--- src/rtl/mdio_pkg.sv ---
package mdio_pkg;
  localparam int FRAME_BITS = 64;
  localparam int HDR_BITS   = 46;  // preamble + start + op + phy + reg
  localparam int DATA_START = 48;  // first data bit position
  localparam int DATA_BITS  = 16;
  localparam int ADDR_BITS  = 5;

  typedef enum logic {OP_WRITE = 1'b0, OP_READ = 1'b1} mdio_op_e;

  // Whole frame, MSB sent first. Released positions are filled with ones.
  function automatic logic [FRAME_BITS-1:0] mdio_frame(
      mdio_op_e op, logic [ADDR_BITS-1:0] phy, logic [ADDR_BITS-1:0] regad,
      logic [DATA_BITS-1:0] data);
    logic [1:0] opc, ta;
    logic [DATA_BITS-1:0] body;
    opc  = (op == OP_READ) ? 2'b10 : 2'b01;
    ta   = (op == OP_READ) ? 2'b11 : 2'b10;
    body = (op == OP_READ) ? '1 : data;
    return {32'hFFFF_FFFF, 2'b01, opc, phy, regad, ta, body};
  endfunction

  // Master owns the line for this bit position?
  function automatic logic master_drives(mdio_op_e op, int unsigned pos);
    return (op == OP_WRITE) || (pos < HDR_BITS);
  endfunction
endpackage

--- src/rtl/mdio_clk_gen.sv ---
module mdio_clk_gen #(
  parameter int CLK_DIV = 20
) (
  input  logic clk,
  input  logic rst_n,
  input  logic run,
  output logic mdc,
  output logic rise_evt,
  output logic fall_evt
);
  localparam int HALF = CLK_DIV / 2;
  localparam int CW   = (HALF > 1) ? $clog2(HALF) : 1;

  logic [CW-1:0] cnt;
  logic          toggle;

  assign toggle   = run && (cnt == CW'(HALF - 1));
  assign rise_evt = toggle && !mdc;
  assign fall_evt = toggle && mdc;

  always_ff @(posedge clk or negedge rst_n) begin
    if (!rst_n) begin
      cnt <= '0;
      mdc <= 1'b0;
    end else if (!run) begin
      cnt <= '0;
      mdc <= 1'b0;
    end else if (toggle) begin
      cnt <= '0;
      mdc <= ~mdc;
    end else begin
      cnt <= cnt + 1'b1;
    end
  end

  // MDC moves only right after a divider event
  a_r7_mdc_only_on_event: assert property (@(posedge clk) disable iff (!rst_n)
    !$past(rise_evt || fall_evt) |-> $stable(mdc));
endmodule

--- src/rtl/mdio_frame_engine.sv ---
module mdio_frame_engine
  import mdio_pkg::*;
(
  input  logic                 clk,
  input  logic                 rst_n,
  input  logic                 start,
  input  mdio_op_e             op,
  input  logic [ADDR_BITS-1:0] phy,
  input  logic [ADDR_BITS-1:0] regad,
  input  logic [DATA_BITS-1:0] wdata,
  input  logic                 rise_evt,
  input  logic                 fall_evt,
  input  logic                 mdio_i,
  output logic                 busy,
  output logic                 mdio_o,
  output logic                 mdio_oe,
  output logic [DATA_BITS-1:0] rd_data
);
  localparam int POS_W = $clog2(FRAME_BITS);

  logic [FRAME_BITS-1:0] shreg;
  logic [POS_W-1:0]      pos;
  mdio_op_e              op_q;
  logic [DATA_BITS-1:0]  rd_shift;
  logic                  last_fall;
  logic                  sample_now;

  assign last_fall  = busy && fall_evt && (pos == POS_W'(FRAME_BITS - 1));
  assign sample_now = busy && rise_evt && (op_q == OP_READ) &&
                      (pos >= POS_W'(DATA_START));
  assign mdio_o     = busy && shreg[FRAME_BITS-1];
  assign mdio_oe    = busy && master_drives(op_q, 32'(pos));

  always_ff @(posedge clk or negedge rst_n) begin
    if (!rst_n) begin
      busy     <= 1'b0;
      shreg    <= '0;
      pos      <= '0;
      op_q     <= OP_WRITE;
      rd_shift <= '0;
      rd_data  <= '0;
    end else if (!busy) begin
      if (start) begin
        busy     <= 1'b1;
        shreg    <= mdio_frame(op, phy, regad, wdata);
        pos      <= '0;
        op_q     <= op;
        rd_shift <= '0;
      end
    end else begin
      if (sample_now) rd_shift <= {rd_shift[DATA_BITS-2:0], mdio_i};
      if (fall_evt) begin
        shreg <= {shreg[FRAME_BITS-2:0], 1'b0};
        pos   <= pos + 1'b1;
      end
      if (last_fall) begin
        busy <= 1'b0;
        if (op_q == OP_READ) rd_data <= rd_shift;
      end
    end
  end

  // the data line changes only at a falling MDC event
  a_r4_mdo_stable: assert property (@(posedge clk) disable iff (!rst_n)
    (busy && !fall_evt) |=> $stable(mdio_o));
  // the line is released whenever read data is being sampled
  a_r5_released_on_sample: assert property (@(posedge clk) disable iff (!rst_n)
    sample_now |-> !mdio_oe);
  // status stays up until the final falling event
  a_r2_busy_until_last: assert property (@(posedge clk) disable iff (!rst_n)
    (busy && !last_fall) |=> busy);
endmodule

--- src/rtl/mdio_mgmt_master.sv ---
module mdio_mgmt_master
  import mdio_pkg::*;
#(
  parameter int CLK_DIV = 20
) (
  input  logic        clk,
  input  logic        rst_n,
  input  logic        bus_en,
  input  logic        bus_we,
  input  logic [1:0]  bus_idx,
  input  logic [15:0] bus_wdata,
  output logic [15:0] bus_rdata,
  output logic        mdc,
  output logic        mdio_o,
  output logic        mdio_oe,
  input  logic        mdio_i
);
  localparam int AREG_W = 2 * ADDR_BITS + 1;
  localparam int FRAME_CYC = FRAME_BITS * CLK_DIV;
  localparam int FC_W = $clog2(FRAME_CYC + 1);
  localparam logic [1:0] IDX_ADDR = 2'd0, IDX_WDAT = 2'd1,
                         IDX_RDAT = 2'd2, IDX_CTRL = 2'd3;

  logic [AREG_W-1:0]    addr_q;
  logic [DATA_BITS-1:0] wdat_q;
  logic                 en_q;
  logic                 busy, rise_evt, fall_evt;
  logic [DATA_BITS-1:0] rd_data;
  logic                 wr_ctrl, start_req;

  assign wr_ctrl   = bus_en && bus_we && (bus_idx == IDX_CTRL);
  assign start_req = wr_ctrl && bus_wdata[0] && bus_wdata[3];

  always_ff @(posedge clk or negedge rst_n) begin
    if (!rst_n) begin
      addr_q <= '0;
      wdat_q <= '0;
      en_q   <= 1'b0;
    end else if (bus_en && bus_we) begin
      case (bus_idx)
        IDX_ADDR: addr_q <= bus_wdata[AREG_W-1:0];
        IDX_WDAT: wdat_q <= bus_wdata;
        IDX_CTRL: en_q   <= bus_wdata[3];
        default:  ;
      endcase
    end
  end

  always_comb begin
    case (bus_idx)
      IDX_ADDR: bus_rdata = {{(16-AREG_W){1'b0}}, addr_q};
      IDX_WDAT: bus_rdata = wdat_q;
      IDX_RDAT: bus_rdata = rd_data;
      default:  bus_rdata = {12'b0, en_q, 2'b00, busy};
    endcase
  end

  mdio_clk_gen #(.CLK_DIV(CLK_DIV)) u_clk (
    .clk(clk), .rst_n(rst_n), .run(busy),
    .mdc(mdc), .rise_evt(rise_evt), .fall_evt(fall_evt)
  );

  mdio_frame_engine u_eng (
    .clk(clk), .rst_n(rst_n), .start(start_req),
    .op(mdio_op_e'(addr_q[2*ADDR_BITS])),
    .phy(addr_q[2*ADDR_BITS-1:ADDR_BITS]), .regad(addr_q[ADDR_BITS-1:0]),
    .wdata(wdat_q), .rise_evt(rise_evt), .fall_evt(fall_evt),
    .mdio_i(mdio_i), .busy(busy), .mdio_o(mdio_o), .mdio_oe(mdio_oe),
    .rd_data(rd_data)
  );

  // Frame length monitor for the checks below
  logic [FC_W-1:0] busy_cyc;
  always_ff @(posedge clk or negedge rst_n) begin
    if (!rst_n)    busy_cyc <= '0;
    else if (busy) busy_cyc <= busy_cyc + 1'b1;
    else           busy_cyc <= '0;
  end

  // idle clock is low
  a_r7_mdc_low_idle: assert property (@(posedge clk) disable iff (!rst_n)
    !busy |-> !mdc);
  // each frame occupies exactly 64 MDC periods
  a_r7_frame_length: assert property (@(posedge clk) disable iff (!rst_n)
    $fell(busy) |-> (busy_cyc == FC_W'(FRAME_CYC)));
  // a start without enable never raises status
  a_r3_disabled_ignored: assert property (@(posedge clk) disable iff (!rst_n)
    (wr_ctrl && !bus_wdata[3] && !busy) |=> !busy);
  // nothing driven while idle
  a_r9_idle_no_drive: assert property (@(posedge clk) disable iff (!rst_n)
    !busy |-> !mdio_oe);
endmodule

--- config.mk ---
export PLATFORM = sky130hd
export DESIGN_NAME = mdio_mgmt_master
export DESIGN_NICKNAME = d
export VERILOG_FILES = /design/src/rtl/mdio_pkg.sv /design/src/rtl/mdio_clk_gen.sv /design/src/rtl/mdio_frame_engine.sv /design/src/rtl/mdio_mgmt_master.sv
export SDC_FILE = /design/constraint.sdc
export NUM_CORES = 1
export LEC_CHECK = 0
export CAP_MARGIN = 10
export CORE_AREA = 2 2 122 124
export CTS_CLUSTER_DIAMETER = 80
export DETAILED_ROUTE_END_ITERATION = 8
export DIE_AREA = 0 0 124 126
export DONT_BUFFER_PORTS = 1
export GPL_TIMING_DRIVEN = 0
export PLACE_DENSITY = 0.56
export SLEW_MARGIN = 20
export SYNTH_ARGS = -nofsm -noshare
export SYNTH_HDL_FRONTEND = slang
export SYNTH_SLANG_ARGS = --single-unit
export TNS_END_PERCENT = 50
--- constraint.sdc ---
create_clock -name clk -period 2 [get_ports clk]
set_input_delay 0.2 -clock clk [delete_from_list [all_inputs] [get_ports clk]]
set_output_delay 0.2 -clock clk [all_outputs]
set_load 0.02 [all_outputs]
==> After elaboration in Yosys (flattened, before gate mapping) <==
Cells that the tools add are included.
{ "op_classes": {"add_sub_neg": 2, "order_cmp": 2, "n_eq_ne": 8, "muxes": 20, "n_bitwise": 3, "reduce_logical": 25} }
{ "ops": {"columns": ["op", "count"], "rows": [
  ["64-bit two-way mux", 3],
  ["16-bit two-way mux", 4],
  ["16-bit one-hot mux with 3 select lines", 1],
  ["6-bit two-way mux", 3],
  ["1-bit logical AND", 14],
  ["2-bit AND reduction", 6],
  ["4-bit two-way mux", 2],
  ["6-bit by 1-bit adder with 6-bit output (second input constant)", 1],
  ["6-bit == test (second input constant)", 1],
  ["6-bit >= comparator (second input constant)", 1],
  ["6-bit less-than comparator (second input constant)", 1],
  ["1-bit two-way mux", 6],
  ["4-bit by 1-bit adder with 4-bit output (second input constant)", 1],
  ["2-bit == test (second input constant)", 2],
  ["4-bit == test (second input constant)", 1],
  ["2-bit inequality test (second input constant)", 2],
  ["1-bit inverter", 3],
  ["3-bit AND reduction", 1],
  ["2-bit by 1-bit == test with 1-bit output (second input constant)", 1],
  ["2-bit zero test", 1],
  ["2-bit two-way mux", 1],
  ["2-bit by 1-bit inequality test with 1-bit output (second input constant)", 1],
  ["2-bit nonzero test", 1],
  ["1-bit zero test", 1],
  ["1-bit logical OR", 1]
]} }
{ "totals": {"reg_bits": 137, "inputBits": 23, "out_inout_bits": 19, "word_cells": 71} }

==> Longest topological paths before layout <==
{ "logic_depth": {"depth_word": 8, "mapped_depth": 7, "ltp_nobuf": 5} }

==> Hierarchy <==
A second synthesis with hierarchy kept.
{ "unflattened": {"hier_cells": 554, "area_unflattened_um2": 6059.6} }
{ "by_module_without_submodules": {"columns": ["module", "n_inst", "cells_each", "area_per_inst_um2", "seq_area_each_um2"], "rows": [
  ["mdio_frame_engine", 1, 433, 4389.2, 2602.5],
  ["mdio_mgmt_master", 1, 96, 1410.1, 700.7],
  ["mdio_clk_gen", 1, 25, 260.2, 125.1]
]} }

==> Worst setup path before layout <==
Ideal clock, no wire load.
{ "synth_timing": {"path_type": "reg-to-reg", "startpoint": "reg u_clk.cnt[1]", "endpoint": "reg u_eng.rd_data[10]", "setup_ps": 125, "t_arrival_ps": 1891, "required_time_ps": 1875, "slack_ps": -16, "path_stages_with_launch": 7, "path_buffers": 1, "synth_period_minus_slack_ps": 2016, "cell_sequence": "dfrtp_1 -> inv_1 -> ha_1 -> nand3_1 -> nor4_4 -> buf_6 -> mux2_2"} }
{ "synth_between": {"elab_chain_cells": 6} }
{ "synth_rtl": {"columns": ["item", "line_no", "text"], "rows": [
  ["start: declaration", "mdio_clk_gen.sv:14", "logic [CW-1:0] cnt;"],
  ["start signal: assignment", "mdio_clk_gen.sv:32", "cnt <= cnt + 1'b1;"],
  ["4-bit == test", "mdio_clk_gen.sv:17", "assign toggle = run && (cnt == CW'(HALF - 1));"],
  ["1-bit logical AND", "mdio_clk_gen.sv:17", null],
  ["1-bit logical AND", "mdio_clk_gen.sv:19", "assign fall_evt = toggle && mdc;"],
  ["1-bit logical AND (2 in a row)", "mdio_frame_engine.sv:28", "assign last_fall = busy && fall_evt && (pos == POS_W'(FRAME_BITS - 1));"],
  ["3-bit AND reduction (no source line)", null, null],
  ["end signal: assignment", "mdio_frame_engine.sv:58", "if (op_q == OP_READ) rd_data <= rd_shift;"],
  ["end: declaration", "mdio_frame_engine.sv:17", "output logic [DATA_BITS-1:0] rd_data"]
]} }
No other way between the ends.
A chain may end at the register's enable or synchronous reset.

==> Final worst setup path <==
{ "layout_timing": {"startpoint": "reg u_clk.cnt[1]", "endpoint": "reg u_eng.rd_data[6]"} }
Same word-level chain as after synthesis.

==> run metrics <==
number of synthesis warnings 0; total CTS buffers 17; placed inst area 6290 um^2; top cells by area, synth dfrtp_1 (57%), mux2_2 (15%), mux2i_1 (5.3%); Synth Area in XOR/XNOR 0%; largest net degree at the start of global routing between 100 and 150; vias 3958; mux cell area share after synthesis 20.7%; Max IR drop VDD between 0.0006 and 0.0007 V; CTS Hold Bufs 17; synthesized-area fraction occupied by adder cells less than 1%; number of antenna diodes 0; Worst EP required 2300 ps; register area share after synthesis between 50% and 60%; status finished with violations; Slew headroom 49.4%; commonest non-fill, non-tap cell in the layout dfrtp_1; Period minus WS final between 1500 and 2000 ps; CTS tree yes; DIE AREA around 16000 um^2; Skew-Pair Late Insertion Delay between 400 and 500 ps; slew of the pin with the lowest slew margin between 700 and 800 ps; Synth Register Bits 137; Layout area overhead 19.5%; Hold Violations, Final 137; Setup crit end kind register; 1st-pass router iterations 4; gr usage total a little under a fifth; nets 565; row count 44; TritonCTS Sinks between 100 and 150; post-synth top area cell dfrtp_1; CP max FO 10; EDFF count, synth 0; initial antenna violation count 0; syn nets between 500 and 600; Chip Width about 120 um; Root Driver clkbuf_16; Yosys top cell area share a little under three fifths; Initial Utilization about 42%; violated checks negative hold slack; Via density ~5.4; type of the tightest min-delay check in -> async; Setup Crit Path Kind reg -> reg; mean post-synth cell area about 12 um^2; Clock Path Buffers 2; most frequent cells in the layout dfrtp_1 (136), mux2_2 (79), o21ai_0 (39); WHS -525 ps; leakage power between 0.003 and 0.004 uW; Routed WL 13400 um; routability cong. 0.793; vias in the first global route ~4.0k; post-synthesis compound-gate area fraction 11.3%; Distinct cells, synth 37; ys flop type dfrtp_1; max frequency 0.513 GHz; main combinational cell family by area after synthesis multiplexers; Reg area 3430 um^2; Buffers on Ports 0; fin area between 7000 and 8000 um^2; H-tree levels 4; power density cells about 1100 nW/um^2; simple-gate share of the synthesized area between 6 and 7%; Period Utilization, post-route 97.5%; first-pass GRT wire length between 20000 and 25000 um; Routed WL per cell about 18 um; Remaining Overflow, GRT 0; Crit path arrival time roughly 2300 ps; height of the die roughly 130 um; Filler Cell Count roughly 1.3k; antenna viol nets, final 0; detailed placer's ending HPWL between 8000 and 9000 um; Worst-path clk slew 60 ps; drc violations 0; Multi-input gate area ~2400 um^2; Critical Path Start Type register; maxcap violations 0; cells after synthesis slightly below 500; core area 14300 um^2; Post-Syn Area 6060 um^2; Async SR Flop Fraction 100%; Iteration-0 DRC Markers approximately 250; layout cells sized above 1 about 28%; Setup Skew ~8.8 ps; R2R setup slack around 49 ps; final slew viol count 0; Final Setup Violations 0; # IOs 42
[critical path, stage by stage, from the launching register on]
cell	delay, ps
dfrtp_1	390
inv_2	70
ha_4	140
buf_4	120
nand3_4	120
nor4_4	300
buf_4	190
buf_6	160
mux2_2	340
[final cells by class]
type                    instances  area share, %
repair buffers                 32           3.90
flip-flops and latches        137           47.3
multi-input cells             298           33.4
clock inverters                14           2.71
plain buffers                  29           2.28
clock buffers                  18           5.92
inverters                      24           1.24
well taps                     184           3.18
[synthesized netlist by cell type, types with 5 or more instances]
master      n
clkbuf_1   14
nor2b_1     5
nand2_1    31
o21ai_0    43
mux2_2     79
mux2i_1    32
o22a_1     34
a22o_1      5
a21oi_1     9
nor2_1     17
buf_2      11
inv_1      24
buf_1       5
dfrtp_1   137
[kinds of logic after synthesis]
family                   after synthesis
AND/OR/NAND/NOR                       80
flip-flops                           137
adder cells (fa/ha/maj)                3
buffers and inverters                 57
multiplexers                         113
AO/OA/AOI/OAI                        102
[flip-flops by register name, indices dropped and copies added (netlist names)]
register / flops
addr_q: 11
en_q: 1
u_clk.cnt: 4
u_clk.mdc: 1
u_eng.busy: 1
u_eng.op_q: 1
u_eng.pos: 6
u_eng.rd_data: 16
u_eng.rd_shift: 16
u_eng.shreg: 64
wdat_q: 16
[metrics by stage]
stage          instances  setup TNS, ps  worst slack [ps]  util, %  total power (uW)
5_1_grt              736           -159             -33.2     50.6              8270
2_1_floorplan        492              0               123        -              4260
3_3_place_gp         676          -7600              -277     44.0              4500
3_5_place_dp         676          -9750              -311     44.0              4550
6_report             736              0              49.2     50.6              7880
4_1_cts              726          -6.17             -6.17     50.1              7930
[final timing paths]
kind	endpoint	startpoint	depth (start not counted)
worst max-delay path	u_eng.rd_data[6]	u_clk.cnt[1]	8
worst min-delay path	u_eng.shreg[43]	rst_n	0
worst max register to register	u_eng.rd_data[6]	u_clk.cnt[1]	8
worst min register to register	u_eng.shreg[63]	u_eng.shreg[63]	1
max in group asynchronous	u_eng.shreg[9]	rst_n	0
min in group clk	addr_q[7]	bus_we	3
[power breakdown]
group,switching [uW],internal [uW],total (uW)
logic,493,542,1030
registers,328,3220,3540
clock network,1210,2090,3300
total,2030,5850,7880
[layer usage]
metal  vias to the layer above  part of all wire (%)  wire length [um]  track usage [%]
li1                       1848                     -                 -                -
met1                      2039                    47              6310             26.3
met5                         -                     0                 0                0
met3                        14                   3.6               486             4.89
met4                         0                   1.2               157             5.29
met2                        57                    48              6420             28.1
[repair_timing]
item / in CTS / in global routing
endpoints found under the setup margin: 86 / 65
setup buffers: 4 / 11
pin swaps: 2 / 1
hold endpoints to repair: 166 / 137
gates resized for setup: 23 / 3
(Power assumes the default switching activity.)
